## config.mk

```make
export PLATFORM = sky130hd
export DESIGN_NAME = edge_window_counter
export DESIGN_NICKNAME = d
export VERILOG_FILES = /design/src/rtl/ewc_pkg.sv /design/src/rtl/ewc_edge_sense.sv /design/src/rtl/ewc_sample_gate.sv /design/src/rtl/ewc_level_tracker.sv /design/src/rtl/edge_window_counter.sv
export SDC_FILE = /design/constraint.sdc
export NUM_CORES = 1
export LEC_CHECK = 0
export ABC_AREA = 1
export CORE_MARGIN = 5
export CORE_UTILIZATION = 56
export CTS_BUF_LIST = sky130_fd_sc_hd__clkbuf_8 sky130_fd_sc_hd__clkbuf_16
export DETAILED_ROUTE_END_ITERATION = 8
export DONT_BUFFER_PORTS = 1
export GPL_ROUTABILITY_DRIVEN = 0
export PLACE_DENSITY_LB_ADDON = 0.3
export SKIP_LAST_GASP = 1
export SLEW_MARGIN = 5
export SYNTH_ARGS = -nofsm -noshare
export SYNTH_HDL_FRONTEND = slang
export SYNTH_SLANG_ARGS = --single-unit
export TNS_END_PERCENT = 20
```

## constraint.sdc

```tcl
create_clock -name clk -period 2.3 [get_ports clk]
set_clock_uncertainty 0.15 [all_clocks]
set_input_delay 0.345 -clock clk [delete_from_list [all_inputs] [get_ports clk]]
set_output_delay 0.345 -clock clk [all_outputs]
set_load 0.02 [all_outputs]
```

## src/rtl/ewc_pkg.sv

```systemverilog
// Package: shared state encoding and level-code helpers for the
// windowed rising-transition counter.
// Assumes level codes: 2'b00 low, 2'b01 high, 2'b1x undefined.
package ewc_pkg;

    typedef enum logic [1:0] {
        WS_IDLE  = 2'd0,
        WS_ARMED = 2'd1,
        WS_OPEN  = 2'd2,
        WS_DONE  = 2'd3
    } win_state_t;

    localparam logic [1:0] LV_LOW  = 2'b00;
    localparam logic [1:0] LV_HIGH = 2'b01;

    localparam logic [1:0] CS_EXT  = 2'b00;
    localparam logic [1:0] CS_POD  = 2'b01;
    localparam logic [1:0] CS_CAP  = 2'b10;

    localparam logic [1:0] EM_HIGH = 2'b01;
    localparam logic [1:0] EM_LOW  = 2'b10;

    function automatic logic lv_is_high(input logic [1:0] lv);
        return lv == LV_HIGH;
    endfunction

    function automatic logic lv_is_low(input logic [1:0] lv);
        return lv == LV_LOW;
    endfunction

    function automatic logic lv_is_x(input logic [1:0] lv);
        return lv[1];
    endfunction

endpackage

```

## src/rtl/ewc_edge_sense.sv

```systemverilog
// Module: detects one edge of a selectable polarity on a synchronous line.
// Assumes the line is already synchronous to clk; hit is combinational
// from the current level and the registered previous level.
module ewc_edge_sense (
    input  logic clk,
    input  logic rst_n,
    input  logic sig,
    input  logic falling,
    output logic hit
);
    logic sig_q;

    // Hold the previous level of the line.
    always_ff @(posedge clk) begin
        if (!rst_n) sig_q <= 1'b0;
        else        sig_q <= sig;
    end

    // Edge of the requested polarity in this cycle.
    always_comb begin
        hit = falling ? (sig_q & ~sig) : (~sig_q & sig);
    end


    edge_level_chk: assert property (@(posedge clk) disable iff (!rst_n)
        hit |-> (sig == ~falling));
endmodule

```

## src/rtl/ewc_sample_gate.sv

```systemverilog
// Module: chooses the sample strobe and evaluates the enable qualifier.
// Assumes all strobes are single-cycle and synchronous to the block clock.
module ewc_sample_gate
    import ewc_pkg::*;
(
    input  logic       clk,
    input  logic       rst_n,
    input  logic [1:0] clk_sel,
    input  logic       ext_tick,
    input  logic       pod_sync,
    input  logic       cap_pulse,
    input  logic [1:0] en_mode,
    input  logic       en_use_sync,
    input  logic       en_in,
    output logic       tick,
    output logic       qual
);
    logic mode_ok;

    // Select the sample strobe.
    always_comb begin
        unique case (clk_sel)
            CS_EXT:  tick = ext_tick;
            CS_POD:  tick = pod_sync;
            CS_CAP:  tick = cap_pulse;
            default: tick = 1'b0;
        endcase
    end

    // Level condition of the enable, then the optional sync gating.
    always_comb begin
        unique case (en_mode)
            EM_HIGH: mode_ok = en_in;
            EM_LOW:  mode_ok = ~en_in;
            default: mode_ok = 1'b1;
        endcase
        qual = mode_ok & (pod_sync | ~en_use_sync);
    end


    no_tick_sel3_chk: assert property (@(posedge clk) disable iff (!rst_n)
        (clk_sel == 2'b11) |-> !tick);

    sync_gate_chk: assert property (@(posedge clk) disable iff (!rst_n)
        (en_use_sync && !pod_sync) |-> !qual);
endmodule

```

## src/rtl/ewc_level_tracker.sv

```systemverilog
// Module: keeps the previous in-window level, the saturating rising
// transition counter and the sticky level-history flags.
// Assumes take is raised only for in-window samples that are not
// pre-empted by a stop edge, and clear has priority over take.
module ewc_level_tracker
    import ewc_pkg::*;
#(
    parameter int CNT_W = 16
) (
    input  logic             clk,
    input  logic             rst_n,
    input  logic             clear,
    input  logic             take,
    input  logic             qual,
    input  logic [1:0]       lvl,
    output logic [CNT_W-1:0] count,
    output logic             seen_lo,
    output logic             seen_hi,
    output logic             seen_x
);
    localparam logic [CNT_W-1:0] CNT_MAX = {CNT_W{1'b1}};

    logic [1:0] prev_lv;
    logic       prev_ok;
    logic       rise;

    // A rise is high now after a low or undefined previous sample.
    always_comb begin
        rise = prev_ok & lv_is_high(lvl) & ~lv_is_high(prev_lv);
    end

    // Previous level register, valid only after the first sample.
    always_ff @(posedge clk) begin
        if (!rst_n || clear) begin
            prev_lv <= LV_LOW;
            prev_ok <= 1'b0;
        end else if (take) begin
            prev_lv <= lvl;
            prev_ok <= 1'b1;
        end
    end

    // Saturating counter of qualified rising transitions.
    always_ff @(posedge clk) begin
        if (!rst_n || clear)                           count <= '0;
        else if (take && qual && rise && count != CNT_MAX) count <= count + 1'b1;
    end

    // Sticky history flags for qualified samples.
    always_ff @(posedge clk) begin
        if (!rst_n || clear) begin
            seen_lo <= 1'b0;
            seen_hi <= 1'b0;
            seen_x  <= 1'b0;
        end else if (take && qual) begin
            seen_lo <= seen_lo | lv_is_low(lvl);
            seen_hi <= seen_hi | lv_is_high(lvl);
            seen_x  <= seen_x  | lv_is_x(lvl);
        end
    end


    cnt_step_chk: assert property (@(posedge clk) disable iff (!rst_n)
        !clear |=> (count == $past(count) || count == $past(count) + 1'b1));

    cnt_no_wrap_chk: assert property (@(posedge clk) disable iff (!rst_n)
        (!clear && count == CNT_MAX) |=> count == CNT_MAX);

    flags_sticky_chk: assert property (@(posedge clk) disable iff (!rst_n)
        (!clear && (seen_lo || seen_hi || seen_x))
        |=> ($countones({seen_lo, seen_hi, seen_x}) >=
             $countones($past({seen_lo, seen_hi, seen_x}))));

    first_no_count_chk: assert property (@(posedge clk) disable iff (!rst_n)
        (!clear && !prev_ok) |=> $stable(count));
endmodule

```

## src/rtl/edge_window_counter.sv

```systemverilog
// Module: top of the windowed rising-transition counter. Holds the
// arm/start/stop window state and drives the level tracker.
// Assumes every input is synchronous to clk; arm wins over every edge.
module edge_window_counter
    import ewc_pkg::*;
#(
    parameter int CNT_W = 16
) (
    input  logic             clk,
    input  logic             rst_n,
    input  logic             arm,
    input  logic             start_pol,
    input  logic             stop_pol,
    input  logic             start_in,
    input  logic             stop_in,
    input  logic [1:0]       clk_sel,
    input  logic             ext_tick,
    input  logic             pod_sync,
    input  logic             cap_pulse,
    input  logic [1:0]       en_mode,
    input  logic             en_use_sync,
    input  logic             en_in,
    input  logic [1:0]       lvl_in,
    output logic [CNT_W-1:0] count,
    output logic             seen_lo,
    output logic             seen_hi,
    output logic             seen_x,
    output logic             win_open,
    output logic             done
);
    win_state_t state;
    logic start_hit;
    logic stop_hit;
    logic tick;
    logic qual;
    logic take;

    ewc_edge_sense u_start (
        .clk(clk), .rst_n(rst_n), .sig(start_in), .falling(start_pol), .hit(start_hit)
    );

    ewc_edge_sense u_stop (
        .clk(clk), .rst_n(rst_n), .sig(stop_in), .falling(stop_pol), .hit(stop_hit)
    );

    ewc_sample_gate u_gate (
        .clk(clk), .rst_n(rst_n), .clk_sel(clk_sel), .ext_tick(ext_tick),
        .pod_sync(pod_sync), .cap_pulse(cap_pulse), .en_mode(en_mode),
        .en_use_sync(en_use_sync), .en_in(en_in), .tick(tick), .qual(qual)
    );

    // Window state: arm first, then start opens, stop closes.
    always_ff @(posedge clk) begin
        if (!rst_n) state <= WS_IDLE;
        else if (arm) state <= WS_ARMED;
        else begin
            unique case (state)
                WS_ARMED: if (start_hit) state <= WS_OPEN;
                WS_OPEN:  if (stop_hit)  state <= WS_DONE;
                default:  state <= state;
            endcase
        end
    end

    // A sample is taken in the open window unless a stop edge pre-empts it.
    always_comb begin
        take = (state == WS_OPEN) & tick & ~stop_hit & ~arm;
    end

    ewc_level_tracker #(.CNT_W(CNT_W)) u_track (
        .clk(clk), .rst_n(rst_n), .clear(arm), .take(take), .qual(qual),
        .lvl(lvl_in), .count(count), .seen_lo(seen_lo), .seen_hi(seen_hi),
        .seen_x(seen_x)
    );

    // Status outputs decoded from the window state.
    always_comb begin
        win_open = (state == WS_OPEN);
        done     = (state == WS_DONE);
    end


    arm_clears_chk: assert property (@(posedge clk) disable iff (!rst_n)
        arm |=> (count == '0 && !seen_lo && !seen_hi && !seen_x && !done && !win_open));

    closed_frozen_chk: assert property (@(posedge clk) disable iff (!rst_n)
        (!win_open && !arm) |=> ($stable(count) && $stable({seen_lo, seen_hi, seen_x})));

    open_needs_arm_chk: assert property (@(posedge clk) disable iff (!rst_n)
        $rose(win_open) |-> $past(state == WS_ARMED));

    stop_closes_chk: assert property (@(posedge clk) disable iff (!rst_n)
        (win_open && stop_hit && !arm) |=> (done && $stable(count)));

    done_holds_chk: assert property (@(posedge clk) disable iff (!rst_n)
        (done && !arm) |=> done);

    state_excl_chk: assert property (@(posedge clk) disable iff (!rst_n)
        $onehot0({win_open, done}));
endmodule

```

==> insert_results.sql <==
INSERT INTO impl_metrics (metric_group, metric, value, unit) VALUES
('clocking', 'clock_tree.buffer_depth', '2', ''),
('power', 'max-vdd-ir-drop', '461.1', 'uV'),
('die', 'die_area', '3918', 'um^2'),
('grt', 'grt_busiest_layer', 'met2', ''),
('synth', 'postSynthCellCount', '236', ''),
('power', 'fin_total_pwr', '0.0008870', 'W'),
('sta', 'max_freq', '0.5224', 'GHz'),
('finish', 'drive_gt1_share', '11.16', '%'),
('finish', 'finish.cell_count_without_fillers', '282', ''),
('detailed_routing', 'drt_wirelength', '3.318', 'mm'),
('detailed_routing', 'vias_per_cell', '5.106', ''),
('synth', 'avgSynthCellArea', '6.564', 'um^2'),
('synth', 'synth_sequential_area_ratio', '33.60', '%'),
('grt', 'met3_usage_grt', '3.777', '%'),
('clocking', 'cts.repair.resized', '0', ''),
('worst_setup_path', 'timing.critical_path.fanout_max', '7', ''),
('flow_run', 'maxCapViolCount', '0', ''),
('die', 'core_region_area', '2710', 'um^2'),
('worst_hold_path', 'holdPathStages', '2', ''),
('detailed_routing', 'detail_route.first_pass.iterations', '6', ''),
('power', 'power.density_cell_area', '508.2', 'nW/um^2'),
('clocking', 'clock_tree_from_tritoncts', 'yes', ''),
('detailed_routing', 'routed_wire_length_per_instance', '11.77', 'um'),
('die', 'placement_rows', '19', ''),
('finish', 'layout-area-overhead-vs-synth', '12.68', '%'),
('synth', 'syn_nets', '260', ''),
('detailed_routing', 'detail-route-antenna-nets', '0', ''),
('grt', 'first_global_vias', '1334', ''),
('placement', 'post-dp-hpwl', '2.565', 'mm'),
('worst_setup_path', 'family_of_cells_with_the_greatest_summed_delay_on_the_critical_path', 'simple AND/OR/NAND/NOR gates', ''),
('worst_setup_path', 'crit_path_dat', '1.96', 'ns'),
('grt', 'global_route.overflow_total', '0', ''),
('clocking', 'worst_setup_hold_path_clk_slew', '0.09', 'ns'),
('sta', 'hold_viol_final', '0', ''),
('status', 'outcome', 'finished, final reports clean', ''),
('grt', 'grtUsageMet2', '27.59', '%'),
('die', 'dieHeight', '62.60', 'um'),
('synth', 'synth_area_leader_cell', 'dfxtp_1', ''),
('detailed_routing', 'via_count', '1440', ''),
('clocking', 'total_cts_buffers', '3', ''),
('finish', 'fillers', '276', ''),
('synth', 'netlist_top_cells_area', 'dfxtp_1 34%, nand2_1 13%, inv_1 9.9%', ''),
('finish', 'diodes', '0', ''),
('sta', 'setup_total_negative_slack', '0', 'ns'),
('power', 'power.static_leakage', '0.7473', 'nW'),
('synth', 'warnings_synthesis', '0', ''),
('finish', 'nNetsFinal', '276', ''),
('synth', 'synth_top_cell_area_share', '33.60', '%'),
('worst_hold_path', 'hold_path.class', 'input pin to flop', ''),
('worst_setup_path', 'worstPathBufferInverterCount', '1', ''),
('detailed_routing', 'drt_iter0_markers', '77', ''),
('worst_setup_path', 'crit_chain', 'nand3_1 > inv_2 > nand4_1 > nand3_2 > nand2_1 > a21oi_1', ''),
('synth', 'syn_area', '1549', 'um^2'),
('grt', 'grt_first_pass_wirelength', '5.733', 'mm'),
('placement', 'placedCellCount', '278', ''),
('worst_setup_path', 'critical_path_rt', '2.35', 'ns'),
('clocking', 'cts.htree.levels', '1', ''),
('worst_setup_path', 'setup.reg_to_reg.worst_slack', '0.39', 'ns'),
('worst_hold_path', 'min-delay-start', 'start_in', ''),
('sta', 'maxSlewViolCount', '0', ''),
('sta', 'max_slew_margin', '62.63', '%'),
('synth', 'synthDistinctLibCells', '24', ''),
('worst_setup_path', 'timing.critical_path.slowest_cell_delay', '0.52', 'ns'),
('sta', 'report.final.setup_viol', '0', ''),
('finish', 'finish.utilization', '64.40', '%'),
('worst_hold_path', 'end_of_the_worst_hold_path', 'u_start.sig_q', ''),
('die', 'fp.dieW', '62.60', 'um'),
('worst_setup_path', 'timing.critical_path.from_type', 'flop', ''),
('clocking', 'clkLatencyLatePin', '0.27', 'ns'),
('sta', 'finalWorstPathRequiredPeriod', '1.914', 'ns'),
('worst_setup_path', 'path_class', 'flop to flop', '');
## placed cells by master, fill, tap and decap left out, drive strengths merged
master | synthesis | routed
a21oi | 14 | 14
buf | 1 | 14
bufinv | 0 | 1
clkbuf | 2 | 3
dfxtp | 26 | 26
ha | 6 | 6
inv | 42 | 42
nand2 | 55 | 55
nand3 | 19 | 19
nand4 | 12 | 12
nor2 | 42 | 42
nor3 | 1 | 1
o21a | 1 | 1
o21ai | 8 | 8
o21bai | 2 | 2
o22ai | 1 | 1
xnor2 | 3 | 3
xor2 | 1 | 1
## worst register-to-register path: cells and delay by family (launching register included)
family,cells,cell delay [ns]
buf+inv,1,0.16
compound gates,1,0.17
simple gates,4,0.84
flops,1,0.52
## registers in the layout, summed over array words and instances, names as in the netlist
name	flops
u_track.count	16
state	2
u_track.prev_lv	2
u_start.sig_q	1
u_stop.sig_q	1
u_track.prev_ok	1
u_track.seen_hi	1
u_track.seen_lo	1
u_track.seen_x	1
## cell usage after synthesis, drive strengths merged
cell type and count:
a21oi 14, buf 1, clkbuf 2, dfxtp 26, ha 6, inv 42
nand2 55, nand3 19, nand4 12, nor2 42, nor3 1, o21a 1
o21ai 8, o21bai 2, o22ai 1, xnor2 3, xor2 1
## routing by layer
metal  part of all wire [%]  vias to the layer above
li1                       -                      780
met1                     46                      625
met2                     46                       30
met3                    6.7                        5
met4                    1.2                        0
met5                      0                        -
## cell families (layout without fill, tap and decap cells)
family                   Yosys count  in the layout  synth area share (%)
flip-flops                        26             26                 33.60
adder cells (fa/ha/maj)            6              6                 4.846
XOR/XNOR                           4              4                 2.262
AND/OR/NAND/NOR                  129            129                 38.93
AO/OA/AOI/OAI                     26             26                 8.967
buffers and inverters             45             60                 11.39
## through the flow
step                worst slack, ns  hold WS [ns]  instance area, um^2
floorplan                    0.5545        0.2797                 1549
global placement             0.4361        0.2901                 1674
detailed placement           0.4240        0.2959                 1674
CTS                          0.3931       0.01059                 1745
global route                 0.2080       0.02386                 1745
finish                       0.3858       0.01318                 1745
## report_power, final
part           leakage (nW)  internal (W)  switching [W]  total [W]
sequential            0.210      0.000454     0.00000354   0.000458
combinational         0.501     0.0000186      0.0000333  0.0000519
clock                0.0357      0.000233       0.000144   0.000377
## area by class of cell
cell class              instances  area, um^2  share of cell area (%)
multi-input cells             165       852.1                   48.82
flip-flops and latches         26       520.5                   29.82
inverters                      42       157.7                   9.032
repair buffers                 14       105.1                   6.022
clock buffers                   3       41.29                   2.366
well taps                      31       38.79                   2.222
clock inverters                 1       30.03                   1.720
## worst max path at each step
stage	from	slack, ns	to	cells past startpoint
5_1_grt	u_track.count[2]	0.21	u_track.count[15]	6
4_1_cts	u_track.count[2]	0.39	u_track.count[15]	6
3_3_place_gp	en_mode[0]	0.44	u_track.count[12]	9
2_1_floorplan	state[0]	0.55	u_track.count[13]	10
6_report	u_track.count[2]	0.39	u_track.count[15]	6
3_5_place_dp	en_mode[0]	0.42	u_track.count[15]	9
No activity file was read; power rests on OpenSTA's default activity.
